## config.mk

```make
export PLATFORM = sky130hd
export DESIGN_NAME = paged_xlat_unit
export DESIGN_NICKNAME = d
export VERILOG_FILES = /design/src/rtl/xlat_pkg.sv /design/src/rtl/perm_gate.sv /design/src/rtl/xlat_cache.sv /design/src/rtl/paged_xlat_unit.sv
export SDC_FILE = /design/constraint.sdc
export NUM_CORES = 2
export LEC_CHECK = 0
export ABC_AREA = 1
export BUFFER_PORTS_ARGS = -buffer_cell sky130_fd_sc_hd__clkbuf_2
export CAP_MARGIN = 10
export CELL_PAD_IN_SITES_DETAIL_PLACEMENT = 2
export CELL_PAD_IN_SITES_GLOBAL_PLACEMENT = 2
export CORE_UTILIZATION = 37
export CTS_CLUSTER_DIAMETER = 100
export DETAILED_ROUTE_END_ITERATION = 10
export PLACE_DENSITY = 0.81
export SYNTH_ARGS = -nofsm -noshare
export SYNTH_HDL_FRONTEND = slang
export SYNTH_SLANG_ARGS = --single-unit
```

## constraint.sdc

```tcl
create_clock -name clk -period 18.15 [get_ports clk]
set_clock_uncertainty 0.1 [all_clocks]
set_input_delay 2.7225 -clock clk [delete_from_list [all_inputs] [get_ports clk]]
set_output_delay 2.7225 -clock clk [all_outputs]
set_load 0.02 [all_outputs]
```

## src/rtl/xlat_pkg.sv

```systemverilog
package xlat_pkg;
  typedef enum logic [1:0] {ACC_RD = 2'b00, ACC_WR = 2'b01, ACC_EX = 2'b10, ACC_RSV = 2'b11} acc_e;
  typedef enum logic [1:0] {FLT_NONE = 2'b00, FLT_PAGE = 2'b01, FLT_PROT = 2'b10} flt_e;
  typedef struct packed {
    logic present;
    logic dirty;
    logic refd;
    logic rd;
    logic wr;
    logic ex;
  } pte_flags_t;
endpackage

```

## src/rtl/perm_gate.sv

```systemverilog
module perm_gate
  import xlat_pkg::*;
(
  input  logic [1:0] kind,
  input  pte_flags_t flags,
  output logic       allowed,
  output logic       need_wb,
  output logic       new_ref,
  output logic       new_dirty
);
  logic is_wr;
  assign is_wr = (kind == ACC_WR);

  always_comb begin
    case (kind)
      ACC_RD:  allowed = flags.present & flags.rd;
      ACC_WR:  allowed = flags.present & flags.wr;
      ACC_EX:  allowed = flags.present & flags.ex;
      default: allowed = 1'b0;
    endcase
  end

  assign new_ref   = 1'b1;
  assign new_dirty = flags.dirty | is_wr;
  assign need_wb   = allowed & (~flags.refd | (is_wr & ~flags.dirty));
endmodule

```

## src/rtl/xlat_cache.sv

```systemverilog
module xlat_cache
  import xlat_pkg::*;
#(
  parameter int ENTRIES = 64,
  parameter int VPN_W   = 20,
  parameter int PFN_W   = 20
) (
  input  logic             clk,
  input  logic             rst_n,
  input  logic             flush,
  input  logic [VPN_W-1:0] look_vpn,
  output logic             hit,
  output logic [PFN_W-1:0] hit_pfn,
  output pte_flags_t       hit_flags,
  input  logic             fill_en,
  input  logic [VPN_W-1:0] fill_vpn,
  input  logic [PFN_W-1:0] fill_pfn,
  input  pte_flags_t       fill_flags,
  input  logic             upd_en,
  input  logic             upd_ref,
  input  logic             upd_dirty
);
  localparam int IDX_W = (ENTRIES > 1) ? $clog2(ENTRIES) : 1;

  logic [ENTRIES-1:0] used_q;
  logic [ENTRIES-1:0] hit_vec;
  logic [VPN_W-1:0]   tag_q [ENTRIES];
  logic [PFN_W-1:0]   pfn_q [ENTRIES];
  pte_flags_t         flg_q [ENTRIES];
  logic [IDX_W-1:0]   rr_q;
  logic [IDX_W-1:0]   hit_idx;

  generate
    for (genvar g = 0; g < ENTRIES; g++) begin : g_cmp
      assign hit_vec[g] = used_q[g] && (tag_q[g] == look_vpn);
    end
  endgenerate

  always_comb begin
    hit_idx = '0;
    for (int i = 0; i < ENTRIES; i++) begin
      if (hit_vec[i]) hit_idx = hit_idx | IDX_W'(i);
    end
  end

  assign hit       = |hit_vec;
  assign hit_pfn   = pfn_q[hit_idx];
  assign hit_flags = flg_q[hit_idx];

  always_ff @(posedge clk) begin
    if (!rst_n) begin
      used_q <= '0;
      rr_q   <= '0;
    end else if (flush) begin
      used_q <= '0;
    end else if (fill_en) begin
      used_q[rr_q] <= 1'b1;
      rr_q         <= rr_q + 1'b1;
    end
  end

  always_ff @(posedge clk) begin
    if (!flush && fill_en) begin
      tag_q[rr_q] <= fill_vpn;
      pfn_q[rr_q] <= fill_pfn;
      flg_q[rr_q] <= fill_flags;
    end else if (upd_en && hit) begin
      flg_q[hit_idx].refd  <= upd_ref;
      flg_q[hit_idx].dirty <= upd_dirty;
    end
  end


  single_match_chk: assert property (@(posedge clk) disable iff (!rst_n)
    $onehot0(hit_vec));


  flush_clears_chk: assert property (@(posedge clk) disable iff (!rst_n)
    flush |=> (hit_vec == '0));
endmodule

```

## src/rtl/paged_xlat_unit.sv

```systemverilog
module paged_xlat_unit
  import xlat_pkg::*;
#(
  parameter int VA_W    = 32,
  parameter int PA_W    = 32,
  parameter int OFF_W   = 12,
  parameter int ENTRIES = 64
) (
  input  logic                  clk,
  input  logic                  rst_n,
  input  logic                  flush,
  input  logic                  req_valid,
  output logic                  req_ready,
  input  logic [VA_W-1:0]       req_vaddr,
  input  logic [1:0]            req_kind,
  output logic                  rsp_valid,
  input  logic                  rsp_ready,
  output logic [PA_W-1:0]       rsp_paddr,
  output logic [1:0]            rsp_fault,
  output logic                  pt_req_valid,
  output logic [VA_W-OFF_W-1:0] pt_req_vpn,
  input  logic                  pt_rsp_valid,
  input  logic                  pt_rsp_present,
  input  logic                  pt_rsp_dirty,
  input  logic                  pt_rsp_ref,
  input  logic                  pt_rsp_rd,
  input  logic                  pt_rsp_wr,
  input  logic                  pt_rsp_ex,
  input  logic [PA_W-OFF_W-1:0] pt_rsp_pfn,
  output logic                  pt_wb_valid,
  output logic [VA_W-OFF_W-1:0] pt_wb_vpn,
  output logic                  pt_wb_ref,
  output logic                  pt_wb_dirty
);
  localparam int VPN_W = VA_W - OFF_W;
  localparam int PFN_W = PA_W - OFF_W;

  typedef enum logic [1:0] {S_IDLE, S_CHECK, S_WALK, S_RESP} st_e;

  st_e              st_q;
  logic [VPN_W-1:0] cur_vpn;
  logic [OFF_W-1:0] cur_off;
  logic [1:0]       cur_kind;
  logic [PA_W-1:0]  paddr_q;
  logic [1:0]       fault_q;

  logic             hit, allowed, need_wb, new_ref, new_dirty;
  logic [PFN_W-1:0] hit_pfn;
  pte_flags_t       hit_flags, pt_flags;
  logic             fill_en, upd_en;

  assign pt_flags = {pt_rsp_present, pt_rsp_dirty, pt_rsp_ref, pt_rsp_rd, pt_rsp_wr, pt_rsp_ex};
  assign fill_en  = (st_q == S_WALK) && pt_rsp_valid && pt_rsp_present;
  assign upd_en   = (st_q == S_CHECK) && hit && need_wb;

  xlat_cache #(.ENTRIES(ENTRIES), .VPN_W(VPN_W), .PFN_W(PFN_W)) u_cache (
    .clk(clk), .rst_n(rst_n), .flush(flush), .look_vpn(cur_vpn),
    .hit(hit), .hit_pfn(hit_pfn), .hit_flags(hit_flags),
    .fill_en(fill_en), .fill_vpn(cur_vpn), .fill_pfn(pt_rsp_pfn), .fill_flags(pt_flags),
    .upd_en(upd_en), .upd_ref(new_ref), .upd_dirty(new_dirty)
  );

  perm_gate u_perm (
    .kind(cur_kind), .flags(hit_flags), .allowed(allowed),
    .need_wb(need_wb), .new_ref(new_ref), .new_dirty(new_dirty)
  );

  always_ff @(posedge clk) begin
    if (!rst_n) begin
      st_q     <= S_IDLE;
      cur_vpn  <= '0;
      cur_off  <= '0;
      cur_kind <= '0;
      paddr_q  <= '0;
      fault_q  <= FLT_NONE;
    end else begin
      case (st_q)
        S_IDLE: if (req_valid) begin
          cur_vpn  <= req_vaddr[VA_W-1:OFF_W];
          cur_off  <= req_vaddr[OFF_W-1:0];
          cur_kind <= req_kind;
          st_q     <= S_CHECK;
        end
        S_CHECK: if (hit) begin
          st_q <= S_RESP;
          if (allowed) begin
            paddr_q <= {hit_pfn, cur_off};
            fault_q <= FLT_NONE;
          end else begin
            paddr_q <= '0;
            fault_q <= FLT_PROT;
          end
        end else begin
          st_q <= S_WALK;
        end
        S_WALK: if (pt_rsp_valid) begin
          if (pt_rsp_present) begin
            st_q <= S_CHECK;
          end else begin
            st_q    <= S_RESP;
            paddr_q <= '0;
            fault_q <= FLT_PAGE;
          end
        end
        default: if (rsp_ready) st_q <= S_IDLE;
      endcase
    end
  end

  assign req_ready    = (st_q == S_IDLE);
  assign rsp_valid    = (st_q == S_RESP);
  assign rsp_paddr    = paddr_q;
  assign rsp_fault    = fault_q;
  assign pt_req_valid = (st_q == S_WALK);
  assign pt_req_vpn   = cur_vpn;
  assign pt_wb_valid  = upd_en;
  assign pt_wb_vpn    = cur_vpn;
  assign pt_wb_ref    = new_ref;
  assign pt_wb_dirty  = new_dirty;


  rsp_hold_chk: assert property (@(posedge clk) disable iff (!rst_n)
    (rsp_valid && !rsp_ready) |=> (rsp_valid && $stable(rsp_paddr) && $stable(rsp_fault)));


  one_in_flight_chk: assert property (@(posedge clk) disable iff (!rst_n)
    (req_valid && req_ready) |=> !req_ready);


  pt_req_hold_chk: assert property (@(posedge clk) disable iff (!rst_n)
    (pt_req_valid && !pt_rsp_valid) |=> (pt_req_valid && $stable(pt_req_vpn)));


  wb_then_done_chk: assert property (@(posedge clk) disable iff (!rst_n)
    pt_wb_valid |=> (rsp_valid && rsp_fault == FLT_NONE));


  page_fault_zero_chk: assert property (@(posedge clk) disable iff (!rst_n)
    (rsp_valid && rsp_fault == FLT_PAGE) |-> (rsp_paddr == '0));
endmodule

```

==> run summary <==
Entering global routing, the biggest net connects 204 pins. For the count of H-tree levels built during CTS, the log shows 5. The run gives 35434 as the number of filler instances in the final layout.

Kind of capture point of the worst setup path: an output port. For this design the static power due to leakage is 51.7 nW. The period utilization was 67.2%. The completed layout was analyzed and its total power is 16.5 mW. The first global-routing pass estimated 789000 µm of wire.

Dividing the detail-routed via count by the number of cells gives 6.06. After floorplanning, the core was divided into 217 placement rows. Area of the multi-input gates: 0.0342 mm².

Buffers inserted to repair hold after CTS numbered 0. Final number of hold-violating endpoints: 0. The tools report the data arrival time of the critical path as 9380 ps. Initial antenna violation count: 29. Of the post-synthesis cell area, the dominant cell type holds 67.7%. The logs give 0 ps for the sum of negative setup slack and 108249 for the number of global-route vias before repair. In the post-synthesis netlist, the biggest area contributors are edfxtp_1 68%, nand2_1 6.5%, nor2_1 4.3%, o21ai_0 4.0%, nand3_1 2.8%.

The tools report the launching element type of the critical path as a flip-flop. TritonCTS built the clock tree. The tool flagged a number of max-cap violations equal to 0.

For this run, asynchronously set or reset flops after synthesis account for 0%. Counting flops and latches in the post-synthesis netlist gives 3084. The tools report the number of max-slew violations in the final report as 0. The initial detailed-routing violation count is 11426, and the post-synthesis to final-layout area growth is 12.8%. The die covers 0.356 mm². In this run the horizontal extent of the chip is 596 µm.

Most common cell after layout, fill and taps aside: edfxtp_1. Of the total power, registers draw 48.8%. The worst-margin pin slew is 1310 ps, and the delay contributed by the slowest stage of the critical path is 930 ps.

Counting distinct cell types in the post-synthesis netlist gives 54. By startpoint and endpoint, the worst setup path is classified as flip-flop to output port. Grouping stages by cell kind, the critical path spends the most delay in simple AND/OR/NAND/NOR gates. The most numerous cell type found on the critical path is nand3_1. The biggest area contributor in the post-synthesis netlist is edfxtp_1. Synthesis produced a netlist with a net count of 11494.

The total area inside the core boundary comes to 0.351 mm². Slowest cell on the critical path: inv_8. The die outline height was 596 µm; the first-pass detailed-route iteration total was 5. For this run, design rule violations remaining after detail routing come to 0. The tools report the worst slew slack as a fraction of its limit as 11.7%.

The tools report the starting density of the core as 37.3%. Once detail routing completed, the nets flagged for antenna violations numbered 0. Static timing analysis puts the maximum clock frequency at 82.0 MHz. Gates resized during post-CTS repair numbered 0. The number of clock sinks is 3084, and the average cell area after synthesis is 11.4 µm².

The run gives 0.866 as the final weighted congestion in routability-driven placement. The run finished with clean final reports. For this run, the total global-route usage over all layers was measured as 30.6%. The number of buffer cells added on primary ports is 144, and the count of flip-flops with a built-in enable after synthesis is 2944.

The total overflow left after global routing is 0. For this run, the number of Yosys warnings is 0. After detailed routing, the average wire length per cell comes to 33.9 µm.

The tools report the clock tree root buffer cell as clkbuf_16. The longest clock path from root to sink contains 4 buffers. The share of final-layout standard cells stronger than drive strength 1 is 9.05%, and the final number of setup-violating endpoints is 0. The tightest min-delay check is of the flip-flop to flip-flop type. The smallest clock period supported by the final layout is computed as 12200 ps. The register cell area after layout is 0.0913 mm², and the maximum net fanout on the critical path is 149.

The routed layout has 99910 vias. The tools report the peak supply drop as 0.140 mV. The analysis attributes to net switching a power of 4.47 mW. Setup repair after global routing left no endpoint under its margin. The final layout contains routed wiring with a total length of 559000 µm.

In the layout the commonest cells are 2944 x edfxtp_1, 2254 x nand2_1, 1478 x nor2_1, 1056 x o21ai_0, 736 x nand3_1. Buffers plus inverters on the worst setup path: 5. After clock tree synthesis, the clock-pin slew on the worst setup and hold paths is 60 ps. The cell area that synthesis handed to floorplanning was 0.131 mm².

Number of instances in the synthesized netlist: 11419. The tools report the number of buffers added for setup after CTS as 0. The most frequently used flop master after synthesis is edfxtp_1.

The switching power as a share of total power is 27.1%. The areal power density over the cells is 112 mW/mm², and the placed wire-length estimate after detailed placement is 320000 µm. The clock latency on the worst-skew pair is 960 ps, and the fraction of the yosys area taken by sequential cells is 69.8%. The logs give 146 for the number of top-level pins and 15330 ps for the data required time at the worst endpoint. Of the total power, combinational logic draws 9.9%. The number of nets in the layout was 11568.

Internal power comes to 12.0 mW. The tools report the TritonCTS buffer count as 334. For the relative contribution of the clock network to total power, the log shows 41.3%.
==> synth_stat cells, types with 131 or more instances <==
cell type	count
nor2_1	1503
edfxtp_1	2944
nand2_1	2259
buf_2	259
o21ai_0	1056
dfxtp_1	140
a21oi_1	166
xnor2_1	223
o221ai_1	305
clkbuf_1	307
inv_1	647
nand3_1	736
xor2_1	131
==> layout make-up <==
class | count | area share (%)
diodes | 14 | 0.0238
clock buffers | 477 | 6.36
clock inverters | 129 | 0.682
inverters | 684 | 1.77
multi-input cells | 6963 | 23.2
flip-flops and latches | 3084 | 61.9
well taps | 4708 | 4.00
repair buffers | 426 | 2.02
==> sequential cells by signal (all words and copies together), names as in the netlist <==
register	cells
st_q	2
u_cache.flg_q	384
rsp_paddr	32
rsp_fault	2
u_cache.rr_q	6
u_cache.tag_q	1280
cur_off	12
cur_kind	2
u_cache.used_q	64
pt_req_vpn	20
u_cache.pfn_q	1280
==> tightest hold or removal path, cell delays in order (launching register included) <==
cell and delay (ps):
dfxtp_1 310, nand2_1 60, a21oi_1 50
==> metal layers <==
metal | vias up | routed length [µm] | GRT usage [%]
met5 | - | 131 | 0
met3 | 1568 | 44600 | 4.79
li1 | 40181 | - | -
met2 | 5610 | 273000 | 52.3
met4 | 20 | 31500 | 16.1
met1 | 52531 | 210000 | 37.3
==> metrics by stage <==
| stage | instance area, µm² | setup WS [ps] | utilization (%) | instances | hold WS (ps) |
|---|---|---|---|---|---|
| after detailed placement | 137000 | 7220 | 39.1 | 15865 | 364 |
| after global routing | 147000 | 5860 | 42.0 | 16472 | 394 |
| after floorplan | 131000 | 11080 | - | 11419 | 330 |
| after global placement | 137000 | 7470 | 39.1 | 15865 | 342 |
| final | 147000 | 5950 | 42.1 | 16485 | 374 |
| after CTS | 147000 | 6090 | 42.0 | 16471 | 377 |
==> cell families after synthesis <==
| kind of cell | after synthesis | share of synthesized area, % |
|---|---|---|
| AND/OR/NAND/NOR | 4790 | 15.1 |
| flip-flops | 3084 | 69.8 |
| AO/OA/AOI/OAI | 1809 | 8.17 |
| buffers and inverters | 1372 | 4.42 |
| XOR/XNOR | 354 | 2.37 |
| adder cells (fa/ha/maj) | 9 | 0.0862 |
| other | 1 | 0.00287 |
==> power groups by stage <==
stage / clock [mW] / sequential [mW] / combinational (mW)
3_3_place_gp: 0 / 8.19 / 1.48
3_5_place_dp: 0 / 8.20 / 1.56
2_1_floorplan: 0 / 8.19 / 0.749
4_1_cts: 6.83 / 8.05 / 1.60
5_1_grt: 7.04 / 8.05 / 1.67
6_report: 6.80 / 8.05 / 1.63
==> final timing paths <==
path	slack, ps	from	endpoint	cells after the start
max	5950	pt_req_vpn[13]	pt_wb_valid	26
min	370	rsp_paddr[3]	rsp_paddr[3]	2
max reg2reg	7350	pt_req_vpn[13]	u_cache.pfn_q[42][7]	33
min reg2reg	370	rsp_paddr[3]	rsp_paddr[3]	2
Note: power is estimated with default switching activity, not from simulation.
